`config.mk`:
```
export PLATFORM = sky130hd
export DESIGN_NAME = wide_reg_bridge
export DESIGN_NICKNAME = d
export VERILOG_FILES = /design/src/rtl/bb_pkg.sv /design/src/rtl/bb_decode.sv /design/src/rtl/bb_stage.sv /design/src/rtl/bb_commit.sv /design/src/rtl/wide_reg_bridge.sv
export SDC_FILE = /design/constraint.sdc
export NUM_CORES = 1
export LEC_CHECK = 0
export BUFFER_PORTS_ARGS = -buffer_cell sky130_fd_sc_hd__buf_4
export CORE_MARGIN = 3
export CORE_UTILIZATION = 45
export DETAILED_ROUTE_END_ITERATION = 8
export PLACE_DENSITY = 0.87
export SLEW_MARGIN = 0
export SYNTH_ARGS = -nofsm -noshare
export SYNTH_HDL_FRONTEND = slang
export SYNTH_SLANG_ARGS = --single-unit
```
`constraint.sdc`:
```
create_clock -name clk -period 6 [get_ports clk]
set_input_delay 1.8 -clock clk [delete_from_list [all_inputs] [get_ports clk]]
set_output_delay 1.8 -clock clk [all_outputs]
set_load 0.005 [all_outputs]
```
`src/rtl/bb_pkg.sv`:
```
package bb_pkg;
  localparam int BYTE_W = 8;
  localparam int WORD_W = 2 * BYTE_W;

  typedef struct packed {
    logic hi_wr;
    logic lo_wr;
    logic hi_rd;
    logic lo_rd;
  } acc_t;

  function automatic logic [WORD_W-1:0] join_bytes(input logic [BYTE_W-1:0] hi,
                                                   input logic [BYTE_W-1:0] lo);
    return {hi, lo};
  endfunction

  function automatic logic [BYTE_W-1:0] pick_byte(input logic [WORD_W-1:0] word,
                                                  input logic upper);
    return upper ? word[WORD_W-1:BYTE_W] : word[BYTE_W-1:0];
  endfunction
endpackage

```
`src/rtl/bb_decode.sv`:
```
module bb_decode
  import bb_pkg::*;
#(
  parameter int ADDR_W  = 4,
  parameter int HI_ADDR = 1,
  parameter int LO_ADDR = 0
) (
  input  logic [ADDR_W-1:0] addr_i,
  input  logic              wr_i,
  input  logic              rd_i,
  output acc_t              acc_o
);
  localparam logic [ADDR_W-1:0] HI_A = ADDR_W'(HI_ADDR);
  localparam logic [ADDR_W-1:0] LO_A = ADDR_W'(LO_ADDR);

  logic is_hi, is_lo;
  assign is_hi = (addr_i == HI_A);
  assign is_lo = (addr_i == LO_A);

  always_comb begin
    acc_o.hi_wr = wr_i & is_hi;
    acc_o.lo_wr = wr_i & is_lo;
    acc_o.hi_rd = rd_i & is_hi;
    acc_o.lo_rd = rd_i & is_lo;
  end
endmodule

```
`src/rtl/bb_stage.sv`:
```
module bb_stage
  import bb_pkg::*;
(
  input  logic              clk,
  input  logic              rst_n,
  input  logic              load_i,
  input  logic [BYTE_W-1:0] din_i,
  output logic [BYTE_W-1:0] hold_o
);
  always_ff @(posedge clk or negedge rst_n) begin
    if (!rst_n)      hold_o <= '0;
    else if (load_i) hold_o <= din_i;
  end
endmodule

```
`src/rtl/bb_commit.sv`:
```
module bb_commit
  import bb_pkg::*;
(
  input  logic              clk,
  input  logic              rst_n,
  input  logic              fire_i,
  input  logic              to_buf_i,
  input  logic [BYTE_W-1:0] hi_i,
  input  logic [BYTE_W-1:0] lo_i,
  output logic              buf_we_o,
  output logic              reg_we_o,
  output logic [WORD_W-1:0] data_o
);
  always_ff @(posedge clk or negedge rst_n) begin
    if (!rst_n) begin
      buf_we_o <= 1'b0;
      reg_we_o <= 1'b0;
      data_o   <= '0;
    end else begin
      buf_we_o <= fire_i & to_buf_i;
      reg_we_o <= fire_i & ~to_buf_i;
      if (fire_i) data_o <= join_bytes(hi_i, lo_i);
    end
  end
endmodule

```
`src/rtl/wide_reg_bridge.sv`:
```
module wide_reg_bridge
  import bb_pkg::*;
#(
  parameter int ADDR_W  = 4,
  parameter int HI_ADDR = 1,
  parameter int LO_ADDR = 0
) (
  input  logic              clk,
  input  logic              rst_n,
  input  logic              dbuf_en_i,
  input  logic [ADDR_W-1:0] bus_addr_i,
  input  logic              bus_wr_i,
  input  logic              bus_rd_i,
  input  logic [7:0]        bus_wdata_i,
  output logic [7:0]        bus_rdata_o,
  input  logic [15:0]       cmp_val_i,
  output logic              commit_buf_o,
  output logic              commit_reg_o,
  output logic [15:0]       commit_data_o
);
  acc_t              acc;
  logic              stage_load;
  logic              commit_fire;
  logic [BYTE_W-1:0] stage_byte;

  bb_decode #(.ADDR_W(ADDR_W), .HI_ADDR(HI_ADDR), .LO_ADDR(LO_ADDR)) u_dec (
    .addr_i(bus_addr_i), .wr_i(bus_wr_i), .rd_i(bus_rd_i), .acc_o(acc)
  );

  assign stage_load  = acc.hi_wr;
  assign commit_fire = acc.lo_wr;

  bb_stage u_stage (
    .clk(clk), .rst_n(rst_n), .load_i(stage_load),
    .din_i(bus_wdata_i), .hold_o(stage_byte)
  );

  bb_commit u_commit (
    .clk(clk), .rst_n(rst_n), .fire_i(commit_fire), .to_buf_i(dbuf_en_i),
    .hi_i(stage_byte), .lo_i(bus_wdata_i),
    .buf_we_o(commit_buf_o), .reg_we_o(commit_reg_o), .data_o(commit_data_o)
  );

  always_comb begin
    if (acc.hi_rd || acc.lo_rd) bus_rdata_o = pick_byte(cmp_val_i, acc.hi_rd);
    else                        bus_rdata_o = '0;
  end
endmodule

```
* Word level (Yosys, flattened, before mapping)
Cells that the tools add are included.
** Operators by class
- Muxes and demuxes :: 2
- Eq/ne operators :: 1
- Bitwise logic cells :: 7
- Reduce and logical (&&, ||, !) cells :: 2
** Operators with widths (count)
- two-way mux 8 bit :: 2
- AND 1 bit :: 6
- equality test 4 x 1 -> 1 bit (second input constant) :: 1
- zero test 4 bit :: 1
- logical OR 1 bit :: 1
- NOT 1 bit :: 1
** Word-level totals
- Output and inout bits :: 26
- Input port bits :: 33
- Word-level logic and storage cells :: 16
- Bits in registers :: 26

* Depth between registers and ports, before layout
- Depth after elaboration :: 4
- Gate-level depth with buffers :: 5
- Depth with buffers taken out :: 3

* Cells and area by module
A second synthesis with hierarchy kept.
** Second synthesis, totals
- Cells, all modules :: 88
- Area, all modules :: 1201.2 µm²
** By module, submodules not included
- bb_commit :: area each 704.4 µm², times used 1, cells an instance 38, seq. area each 450.4 µm²
- bb_stage :: area each 331.6 µm², times used 1, cells an instance 17, seq. area each 200.2 µm²
- wide_reg_bridge :: area each 123.9 µm², times used 1, cells an instance 26, seq. area each 0.0 µm²
- bb_decode :: area each 41.3 µm², times used 1, cells an instance 7, seq. area each 0.0 µm²

* Worst setup path before layout
Ideal clock, no wire load.
- Path kind :: in2out
- Start :: input port bus_addr_i[1]
- End :: output port bus_rdata_o[0]
- Data required time :: 4200 ps
- Setup slack :: 1588 ps
- Arrival :: 2612 ps
- Cell stages on the path :: 3
- Path buffers :: 1
- Cell sequence :: or4b_1 > clkbuf_1 > nor2_1
** Between the ends
- Longest elaborated chain between the ends :: 4
- Elaborated cells between the ends (all ways) :: 7
- Classes of those cells :: eq/ne: 1; mux: 2; bitwise: 2; reduce/logical: 2
** RTL lines
- start: declaration :: line wide_reg_bridge.sv:11 : input logic [ADDR_W-1:0] bus_addr_i,
- equality test 4 x 1 -> 1 bit or zero test 4 bit (tied branches) :: line bb_decode.sv:17, bb_decode.sv:18
- AND 1 bit (on tied branches) :: line bb_decode.sv:23, bb_decode.sv:24
- two-way mux 8 bit or logical OR 1 bit (tied branches) :: line bb_pkg.sv:19, wide_reg_bridge.sv:45
- two-way mux 8 bit * :: line wide_reg_bridge.sv:45 : if (acc.hi_rd || acc.lo_rd) bus_rdata_o = pick_byte(cmp_val_i, acc.hi_rd);
- end: declaration :: line wide_reg_bridge.sv:15 : output logic [7:0] bus_rdata_o,
Mark *: on every way between the ends. The rest lies on a longest branch, timed or not.

* Final worst setup path
- Start :: input port bus_addr_i[1]
- End :: output port bus_rdata_o[3]
The elaborated chain is that of the path after synthesis.

==> key figures <==
Synth
  • Post-Syn Instances: 76
  • Leading area contributor after synthesis: dfrtp_1
  • Syn avg cell area: 14.6 sq um
  • Synth Flop Type: dfrtp_1
  • Yosys reg bits: 26
  • Number of flops mapped to enable cells by yosys: 0
  • Most frequent cell after synthesis: dfrtp_1
  • Post-synth top cells: dfrtp_1 (26), mux2_2 (16), mux2_1 (8), mux2i_1 (8), nor2_1 (8)
  • Cell Area, Synth: 1110 sq um
  • Synth area leaders: dfrtp_1 (59%), mux2_2 (16%), mux2_1 (8.1%)
  • Net Count, Synth: 109
  • Area share of the largest cell type after synthesis: 58.8%
  • YS warnings: 0
  • Share of synthesized flip-flops with an asynchronous set or reset: 100%
  • Sequential area share after synthesis: 58.8%
  • Synth cell types: 14

Detailed routing
  • Routed vias: 818
  • Routed Antenna Nets: 0
  • Final WL: 2.24 mm
  • Vias per Instance: 5.02
  • DRT Pass-1 Iters: 3
  • WL/cell: 13.7 um
  • Residual DRC: 0
  • DRT iter0 DRCs: 4

Worst setup path
  • Crit-path slowest cell: or4b_1
  • Max incr delay on CP: 0.66 ns
  • Crit path depth: 4
  • Crit. End Element: primary output
  • Kind of start point of the critical path: primary input
  • CP Class: in -> out
  • CP bufs+invs: 2
  • Crit-path cells: buf_4, or4b_1, nor2_1, buf_4
  • CP required: 4.20 ns
  • CP delay by family, top: simple AND/OR/NAND/NOR gates
  • WP data arrival: 2.87 ns
  • R2R cell count: 1
  • CP dominant cell by count: buf_4
  • Max Fanout on Critical Path: 8

Placement
  • Placed Instances: 159
  • I/O Buffers: 58
  • GP Congestion: 0.682

Timing
  • Top achievable clock speed: 214 MHz
  • Finish-stage setup viols: 0
  • Post-Route Skew: 0.0107 ns
  • Slew Limit Fails: 0
  • RSZ-0062 raised after global routing: no
  • Worst Max-Slew Pin Slew: 0.379 ns
  • Final Critical Period: about 4.7 ns
  • Fin. Hold Viols: 0
  • Fin Setup TNS: 0 ns
  • Crit share post-route: between 70% and 80%
  • Slew headroom: 74.7%

Clock network
  • CTS root buffer: clkbuf_4
  • Clock buffer depth: 2
  • Post-CTS Resized: 0
  • Total CTS buffers: 3
  • Clock sinks: 26
  • Clk Latency, worst-skew pair: just over 0.3 ns
  • H-tree levels: 1
  • CTS clock-pin slew for the worst setup and hold paths: between 0.1 and 0.15 ns
  • Hold bufs inserted after CTS: 0
  • CTS tree: done
  • Setup bufs post-CTS: 0

Floorplan
  • Die width: 55.6 um
  • Die Y: 55.6 um
  • Initial cell density of the core: between 40% and 50%
  • DIE AREA: just over 3000 sq um
  • Row count: 17
  • I/O pin count: 59
  • Core Area: 2280 sq um

GRT
  • Tot GR Track Use: 16.0%
  • Vias in the first global route: 837
  • Largest net degree at the start of global routing: 27
  • Grt ovf: 0
  • Initial antenna violation count: 0
  • First-pass GRT wire length: slightly below 4 mm

Power and ir drop
  • Peak VDD IR: 0.160 mV
  • Design Power: 0.000430 W
  • Pwr dens: 270 nW/um^2
  • Leak: 0.826 nW

Finish
  • Area Overhead vs Synth: 44.0%
  • Non-filler cells, final: roughly 160
  • N_diodes: 0
  • # nets final: 169
  • Layout cells sized above 1: approximately three fifths

Worst hold path
  • Worst hold path class: reg -> reg
  • Worst Hold Path Cells: 1

Job
  • Max Cap Viol: 0

Run status
  • Status: finished clean
-- flip-flops by register name, summed over array words and instances, names as in the netlist --
signal             cells
u_commit.reg_we_o      1
u_commit.buf_we_o      1
u_commit.data_o       16
u_stage.hold_o         8
-- final timing paths --
| path | slack, ns | to | start |
|---|---|---|---|
| min reg2reg | 0.50 | u_commit.data_o[2] | u_commit.data_o[2] |
| max in group asynchronous | 4.39 | u_commit.data_o[2] | rst_n |
| min | 0.50 | u_commit.data_o[2] | u_commit.data_o[2] |
| max reg2reg | 5.18 | u_commit.data_o[8] | u_stage.hold_o[0] |
| min in group asynchronous | 1.36 | u_commit.data_o[0] | rst_n |
| max | 1.33 | bus_rdata_o[3] | bus_addr_i[1] |
-- layer usage --
metal	global-route usage, %	wire, um
met1	20.0	870
met2	25.5	1110
met3	3.94	214
met4	8.33	42
met5	0	0
-- cell type report --
type	count	area, sq um
clock buffers	4	36.3
multi-input cells	46	428
well taps	28	35.0
repair buffers	59	443
fillers	164	683
flip-flops and latches	26	651
-- layout by cell type (no fill, tap or decap) --
cell type,count
or4b_1,1
dfrtp_1,26
mux2i_1,8
nand2_1,1
clkbuf_4,3
mux2_2,16
mux2_1,8
clkbuf_8,1
and2_1,1
nor2_1,8
nor2b_1,2
nor4b_2,1
buf_4,59
-- cell families (layout without fill, tap and decap cells) --
kind of cell  count (synthesis)  count (layout)  synth area share [%]
simple gates                 14              14                  7.01
flops                        26              26                  58.8
mux                          32              32                  31.7
buf+inv                       4              63                  2.49
-- stage by stage --
| stage | setup WS [ns] | hold WS (ns) | instance area, sq um | util, % |
|---|---|---|---|---|
| after detailed placement | 1.32 | 0.485 | 1560 | 68.4 |
| after global routing | 1.25 | 0.542 | 1590 | 70.0 |
| after global placement | 1.36 | 0.463 | 1560 | 68.4 |
| final | 1.33 | 0.505 | 1590 | 70.0 |
| after floorplan | 1.59 | 0.459 | 1110 | - |
| after CTS | 1.31 | 0.514 | 1590 | 70.0 |
-- where the power goes --
part | switching (W) | leakage, nW | internal (W) | total, W
registers | 0.0000209 | 0.328 | 0.000215 | 0.000236
logic | 0.0000350 | 0.477 | 0.0000760 | 0.000111
clock network | 0.0000464 | 0.0210 | 0.0000370 | 0.0000835
total | 0.000102 | 0.826 | 0.000328 | 0.000430
No activity file was read; power rests on OpenSTA's default activity.
